`src/rtl/deser_pkg.sv`:
```
package deser_pkg;
  // Word bit carried by slot s of an n-slot period: two bits rotated ahead of MSB-first
  function automatic int slot_bit(int s, int n);
    return (s < 2) ? 1 - s : n + 1 - s;
  endfunction
endpackage

```
`src/rtl/deser_lane_shift.sv`:
```
module deser_lane_shift #(
  parameter int SLOTS = 7
) (
  input  logic             clk_i,
  input  logic             rst_ni,
  input  logic             clr_i,
  input  logic             bit_i,
  output logic [SLOTS-1:0] sr_o
);
  always_ff @(posedge clk_i or negedge rst_ni) begin
    if (!rst_ni)    sr_o <= '0;
    else if (clr_i) sr_o <= '0;
    else            sr_o <= {sr_o[SLOTS-2:0], bit_i};
  end
endmodule

```
`src/rtl/deser_word_map.sv`:
```
module deser_word_map #(
  parameter int LANES = 4,
  parameter int SLOTS = 7
) (
  input  logic [LANES*SLOTS-1:0] sr_flat_i,
  output logic [LANES*SLOTS-1:0] word_o
);
  for (genvar l = 0; l < LANES; l++) begin : g_lane
    for (genvar s = 0; s < SLOTS; s++) begin : g_slot
      localparam int B = deser_pkg::slot_bit(s, SLOTS);
      // oldest sample (slot 0) sits at the top of the shift register
      assign word_o[l*SLOTS + B] = sr_flat_i[l*SLOTS + SLOTS-1-s];
    end
  end
endmodule

```
`src/rtl/deser_frame_lock.sv`:
```
module deser_frame_lock #(
  parameter int SLOTS       = 7,
  parameter int LOCK_HITS   = 3,
  parameter int UNLOCK_MISS = 2
) (
  input  logic                     clk_i,
  input  logic                     rst_ni,
  input  logic                     en_i,
  input  logic                     frame_i,
  output logic                     boundary_o,
  output logic                     lock_o,
  output logic                     lock_nxt_o,
  output logic [$clog2(SLOTS)-1:0] ph_nxt_o
);
  localparam int PW = $clog2(SLOTS);
  localparam int HW = $clog2(LOCK_HITS + 1);
  localparam int MW = $clog2(UNLOCK_MISS + 1);
  localparam int HI = (SLOTS + 1) / 2;
  localparam logic [SLOTS-1:0] PAT = SLOTS'(((1 << HI) - 1) << (SLOTS - HI));

  logic [SLOTS-1:0] fsr;
  logic [PW-1:0]    ph_q;
  logic [HW-1:0]    hits_q, hits_n;
  logic [MW-1:0]    miss_q, miss_n;
  logic             match;

  deser_lane_shift #(.SLOTS(SLOTS)) u_fsr (
    .clk_i(clk_i), .rst_ni(rst_ni), .clr_i(!en_i), .bit_i(frame_i), .sr_o(fsr)
  );

  assign match      = (fsr == PAT);
  assign boundary_o = (ph_q == PW'(SLOTS-1));

  always_comb begin
    ph_nxt_o   = boundary_o ? '0 : ph_q + 1'b1;
    hits_n     = hits_q;
    miss_n     = miss_q;
    lock_nxt_o = lock_o;
    if (!en_i) begin
      ph_nxt_o = '0; hits_n = '0; miss_n = '0; lock_nxt_o = 1'b0;
    end else if (!lock_o) begin
      if (match) begin
        ph_nxt_o = '0;  // realign phase on any hit
        hits_n = (boundary_o && hits_q != '0) ? hits_q + 1'b1 : HW'(1);
        if (hits_n == HW'(LOCK_HITS)) begin
          lock_nxt_o = 1'b1; hits_n = '0; miss_n = '0;
        end
      end else if (boundary_o) begin
        hits_n = '0;
      end
    end else if (boundary_o) begin
      if (match) miss_n = '0;
      else begin
        miss_n = miss_q + 1'b1;
        if (miss_n == MW'(UNLOCK_MISS)) begin
          lock_nxt_o = 1'b0; miss_n = '0;
        end
      end
    end
  end

  always_ff @(posedge clk_i or negedge rst_ni) begin
    if (!rst_ni) begin
      ph_q <= '0; hits_q <= '0; miss_q <= '0; lock_o <= 1'b0;
    end else begin
      ph_q <= ph_nxt_o; hits_q <= hits_n; miss_q <= miss_n; lock_o <= lock_nxt_o;
    end
  end

  AST_LOCK_NEEDS_MATCH: assert property (@(posedge clk_i) disable iff (!rst_ni)
    $rose(lock_o) |-> $past(match && en_i));
  AST_UNLOCK_HAS_CAUSE: assert property (@(posedge clk_i) disable iff (!rst_ni)
    $fell(lock_o) |-> $past(!match || !en_i));
  AST_PD_DROPS_LOCK: assert property (@(posedge clk_i) disable iff (!rst_ni)
    !en_i |=> !lock_o);
endmodule

```
`src/rtl/serial_pixel_deser.sv`:
```
module serial_pixel_deser #(
  parameter int LANES       = 4,
  parameter int SLOTS       = 7,
  parameter int LOCK_HITS   = 3,
  parameter int UNLOCK_MISS = 2
) (
  input  logic                   clk_i,
  input  logic                   rst_ni,
  input  logic                   pd_ni,
  input  logic [LANES-1:0]       lane_i,
  input  logic                   frame_i,
  output logic [LANES*SLOTS-1:0] word_o,
  output logic                   pix_clk_o
);
  localparam int W  = LANES * SLOTS;
  localparam int PW = $clog2(SLOTS);
  localparam int HI = (SLOTS + 1) / 2;

  logic [W-1:0]  sr_flat, mapped;
  logic [PW-1:0] ph_nxt;
  logic          boundary, locked, lock_nxt, cap, live_q, live_n;

  for (genvar l = 0; l < LANES; l++) begin : g_lane
    deser_lane_shift #(.SLOTS(SLOTS)) u_sr (
      .clk_i(clk_i), .rst_ni(rst_ni), .clr_i(!pd_ni),
      .bit_i(lane_i[l]), .sr_o(sr_flat[l*SLOTS +: SLOTS])
    );
  end

  deser_frame_lock #(.SLOTS(SLOTS), .LOCK_HITS(LOCK_HITS), .UNLOCK_MISS(UNLOCK_MISS)) u_lock (
    .clk_i(clk_i), .rst_ni(rst_ni), .en_i(pd_ni), .frame_i(frame_i),
    .boundary_o(boundary), .lock_o(locked), .lock_nxt_o(lock_nxt), .ph_nxt_o(ph_nxt)
  );

  deser_word_map #(.LANES(LANES), .SLOTS(SLOTS)) u_map (
    .sr_flat_i(sr_flat), .word_o(mapped)
  );

  assign cap    = locked && boundary;
  // pixel clock starts only once a real word sits in the output register
  assign live_n = lock_nxt && (live_q || cap);

  always_ff @(posedge clk_i or negedge rst_ni) begin
    if (!rst_ni) begin
      word_o <= '0; pix_clk_o <= 1'b0; live_q <= 1'b0;
    end else begin
      live_q    <= live_n;
      pix_clk_o <= live_n && (ph_nxt < PW'(HI));
      if (!lock_nxt) word_o <= '0;
      else if (cap)  word_o <= mapped;
    end
  end

  AST_PD_QUIET: assert property (@(posedge clk_i) disable iff (!rst_ni)
    !pd_ni |=> (word_o == '0 && !pix_clk_o));
  AST_HOLD_WHILE_HIGH: assert property (@(posedge clk_i) disable iff (!rst_ni)
    (pix_clk_o && $past(pix_clk_o)) |-> $stable(word_o));
  AST_HOLD_AT_FALL: assert property (@(posedge clk_i) disable iff (!rst_ni)
    ($fell(pix_clk_o) && $past(pd_ni)) |-> $stable(word_o));
  AST_QUIET_UNLOCKED: assert property (@(posedge clk_i) disable iff (!rst_ni)
    !locked |-> (word_o == '0 && !pix_clk_o));
endmodule

```
`config.mk`:
```
export PLATFORM = sky130hd
export DESIGN_NAME = serial_pixel_deser
export DESIGN_NICKNAME = d
export VERILOG_FILES = /design/src/rtl/deser_pkg.sv /design/src/rtl/deser_lane_shift.sv /design/src/rtl/deser_word_map.sv /design/src/rtl/deser_frame_lock.sv /design/src/rtl/serial_pixel_deser.sv
export SDC_FILE = /design/constraint.sdc
export NUM_CORES = 1
export LEC_CHECK = 0
export BUFFER_PORTS_ARGS = -buffer_cell sky130_fd_sc_hd__buf_2
export CAP_MARGIN = 20
export CELL_PAD_IN_SITES_DETAIL_PLACEMENT = 0
export CELL_PAD_IN_SITES_GLOBAL_PLACEMENT = 1
export CORE_MARGIN = 5
export CORE_UTILIZATION = 48
export DETAILED_ROUTE_END_ITERATION = 16
export PLACE_DENSITY_LB_ADDON = 0.1
export REMOVE_ABC_BUFFERS = 1
export SYNTH_ARGS = -nofsm -noshare
export SYNTH_HDL_FRONTEND = slang
export SYNTH_SLANG_ARGS = --single-unit
```
`constraint.sdc`:
```
create_clock -name clk_i -period 2.7 [get_ports clk_i]
set_input_delay 0.135 -clock clk_i [delete_from_list [all_inputs] [get_ports clk_i]]
set_output_delay 0.135 -clock clk_i [all_outputs]
set_load 0.01 [all_outputs]
```
==> impl_summary.log <==
[metrics] total via count in the routed design: 1,816
[metrics] run status: finished clean
[metrics] post-route worst setup slack: 0.488 ns
[metrics] overall track demand over capacity in global routing: 15.6%
[metrics] register area share after synthesis: 63.8%
[metrics] drt total wl: 5.18 mm
[metrics] clock network fraction of total power: 42.6%
[metrics] detailed-routing iteration count for the pre-antenna-repair pass: 4
[metrics] clock tree from TritonCTS: built
[metrics] leakage: 1.56 nW
[metrics] die extent in x: 87.2 um
[metrics] Max-cap violations: 0
[metrics] total die area: 7610 um^2
[metrics] worst reg-to-reg setup slack: 0.49 ns
[metrics] class of the most critical hold timing path: in -> reg
[metrics] worst path cell trace: inv_1 > ha_1 > or3b_2 > nor4_4 > a22oi_2 > buf_4 > a21oi_2
[metrics] starting density of the core: 48.9%
[metrics] startpoint class of the critical path: flip-flop
[metrics] Arr. time, crit path: 2.43 ns
[metrics] sequential cell fraction of total power: 54.5%
[metrics] Detail Route met2 WL: 2.20 mm
[metrics] number of hold violations in the final report: 0
[metrics] number of DRC markers after the initial detailed-route iteration: 90
[metrics] largest fanout on the critical path: 12
[metrics] number of antenna repair diodes: 0
[metrics] part of the power in combinational logic: 3.0%
[metrics] maximum VDD drop: 0.343 mV
[metrics] flip-flop and latch count after synthesis: 73
[metrics] cts bufs inserted: 9
[metrics] maximum number of pins on one net before global-route repair: 74
[metrics] shortest period the worst path allows: 2.21 ns
[metrics] Net Sw Power: 0.420 mW
[metrics] number of cell rows: 28
[metrics] CP Data Required Time: 2.92 ns
[metrics] remaining antenna violation count after routing: 0
[metrics] wire length the detailed router placed on met1: 2.62 mm
[metrics] WL per Instance: 13.8 um
[metrics] weighted congestion at the end of routability-driven global placement: 0.771
[metrics] internal power consumption: 1.63 mW
[metrics] PwrDens: 609 nW/um^2
[metrics] CTS clock-pin slew for the worst setup and hold paths: 0.07 ns
[metrics] Core Area: 5850 um^2
[metrics] final count of pins violating max slew: 0
[metrics] DRC errors left: 0
[metrics] switching share of total power: 20.4%
[metrics] wire length of the first global-routing pass: 9.07 mm
[metrics] number of H-tree levels: 3
[metrics] number of distinct standard cells referenced by the synthesized netlist: 32
[metrics] clock latency of the later-clocked register in the worst-skew pair: 0.33 ns
[metrics] top layer used by detailed routing: met4
[metrics] relative slew slack: 41.5%
[metrics] met3 routed WL: 249 um
[metrics] fraction of final layout cells with drive strength greater than 1: 30.0%
[metrics] CTS Buffer Depth: 2
[metrics] setup repair after global routing missed its margin: false
[metrics] critical setup path kind: reg -> reg
[metrics] antenna violations before repair: 0
[metrics] clk sink count: 73
[metrics] critical path capture point type: flip-flop
[metrics] global route total overflow: 0
[metrics] worst clock skew: 0.00446 ns
[metrics] worst slew pin tran: 0.878 ns
[metrics] nets@finish: 304
[metrics] synthesized area per cell: 11.5 um^2
[metrics] area of the mapped netlist: 2860 um^2
[metrics] synth warn: 0
[metrics] buffers added on ports: 36
[metrics] cells after synthesis: 250
[metrics] Finish-stage setup viols: 0
[metrics] final total negative setup slack: 0 ns
[metrics] slowest CP cell: a22oi_2
[metrics] half-perimeter wire length after detailed placement: 3.14 mm
[metrics] DP Worst Slack: 0.466 ns
[metrics] height of the die: 87.2 um
[metrics] overall power: 2.05 mW
[metrics] via count of the first global-routing pass: 1,921
[metrics] crit share post-route: 81.9%
[metrics] maximum operating frequency: 0.452 GHz
[metrics] Vias/cell: 4.84
[metrics] layout overhead on the synthesized area: 17.9%
[metrics] highest cell delay on the worst timing path: 0.66 ns
[metrics] I/O Pins: 37
[metrics] CTS Root Cell: clkbuf_8
cells in the final DEF (no fill, tap or decap), types with 2 or more instances in the layout:
cell type	synthesis	routed
buf_4	0	6
a21oi_1	2	2
buf_2	1	35
a21oi_2	28	28
nand2_1	61	61
inv_1	4	4
clkbuf_1	9	2
dlygate4sd3_1	0	6
nor2_2	1	2
nor3_1	6	6
nor2_1	5	4
dfrtp_1	73	73
and2_1	36	36
clkbuf_8	0	12
o21a_1	2	2
final timing paths:
path	from	endpoint	cells past startpoint
worst max-delay path	u_lock.hits_q[0]	word_o[13]	7
worst max register to register	u_lock.hits_q[0]	word_o[13]	7
max in group asynchronous	rst_ni	u_lock.u_fsr.sr_o[2]	2
min in group asynchronous	rst_ni	g_lane[0].u_sr.sr_o[6]	2
worst min register to register	g_lane[2].u_sr.sr_o[5]	g_lane[2].u_sr.sr_o[6]	1
worst min-delay path	pd_ni	u_lock.miss_q[1]	3
layout make-up:
type / count / area (um^2)
Multi-Input combinational cell: 159 / 947
Tap cell: 75 / 93.8
Timing Repair Buffer: 47 / 280
Clock buffer: 14 / 173
Fill cell: 507 / 2480
Inverter: 5 / 18.8
Sequential cell: 73 / 1830
Clock inverter: 2 / 35.0
synth_stat cells, drive strengths merged:
| master | count | share of area, % |
|---|---|---|
| o21ai | 2 | 0.35 |
| or3 | 1 | 0.39 |
| a21oi | 30 | 8.9 |
| ha | 1 | 0.44 |
| and3b | 1 | 0.31 |
| nor2 | 6 | 0.87 |
| o21a | 2 | 0.52 |
| nand2 | 61 | 8.0 |
| dfrtp | 73 | 64 |
| a21boi | 1 | 0.26 |
| and2 | 36 | 7.9 |
| nand3b | 1 | 0.26 |
| nand4 | 1 | 0.22 |
| nor4 | 1 | 0.74 |
| xnor2 | 1 | 0.31 |
| a211oi | 1 | 0.26 |
| nand4b | 1 | 0.31 |
| o2111ai | 1 | 0.31 |
| nor3 | 6 | 1.0 |
| a41o | 1 | 0.35 |
| or3b | 1 | 0.31 |
| o31ai | 1 | 0.26 |
| a22oi | 1 | 0.44 |
| clkbuf | 9 | 1.2 |
| inv | 5 | 0.66 |
| nor3b | 1 | 0.26 |
| buf | 4 | 1.4 |
cells by family after synthesis:
group / count (synthesis) / synth area share (%)
AO/OA/AOI/OAI: 40 / 11.7
buffers and inverters: 18 / 3.19
AND/OR/NAND/NOR: 117 / 20.6
XOR/XNOR: 1 / 0.306
flip-flops: 73 / 63.8
adder cells (fa/ha/maj): 1 / 0.437
state kept, by name (all words and copies together), names as in the netlist:
signal             cells
g_lane.u_sr.sr_o      28
u_lock.ph_q            3
live_q                 1
u_lock.lock_o          1
u_lock.hits_q          2
u_lock.u_fsr.sr_o      7
u_lock.miss_q          2
word_o                28
pix_clk_o              1
power by group through the flow:
stage / Sequential (mW) / Combinational [mW] / Clock, mW
after floorplan: 1.14 / 0.0193 / 0
after global placement: 1.14 / 0.0578 / 0
after detailed placement: 1.14 / 0.0578 / 0
after CTS: 1.12 / 0.0648 / 0.894
after global routing: 1.12 / 0.0723 / 0.946
final: 1.12 / 0.0614 / 0.874
layer usage:
layer | vias up | track usage (%)
met3 | 11 | 3.60
met4 | 0 | 8.37
met5 | - | 0
met1 | 869 | 21.3
met2 | 35 | 23.1
li1 | 901 | -
critical path: cells and delay by family (launching register included):
kind                     cells  cell delay [ns]
adder cells (fa/ha/maj)      1             0.31
flip-flops                   1             0.39
buffers and inverters        2             0.42
AO/OA/AOI/OAI                2             0.71
AND/OR/NAND/NOR              2             0.26
timing repair:
action,in CTS,in global routing
setup endpoints to repair,0,0
hold endpoints to repair,78,0
setup buffers,0,0
hold buffers,6,0
resized for setup,0,0
metrics by stage:
| stage | hold WS (ns) | util (%) | instance area, um^2 | cells |
|---|---|---|---|---|
| 5_1_grt | 0.173 | 57.7 | 3370 | 375 |
| 3_3_place_gp | 0.331 | 53.1 | 3110 | 353 |
| 2_1_floorplan | -0.161 | - | 2790 | 237 |
| 6_report | 0.150 | 57.7 | 3370 | 375 |
| 3_5_place_dp | 0.328 | 53.1 | 3110 | 353 |
| 4_1_cts | 0.139 | 57.7 | 3370 | 375 |
Power figures use the tool's default switching activity.
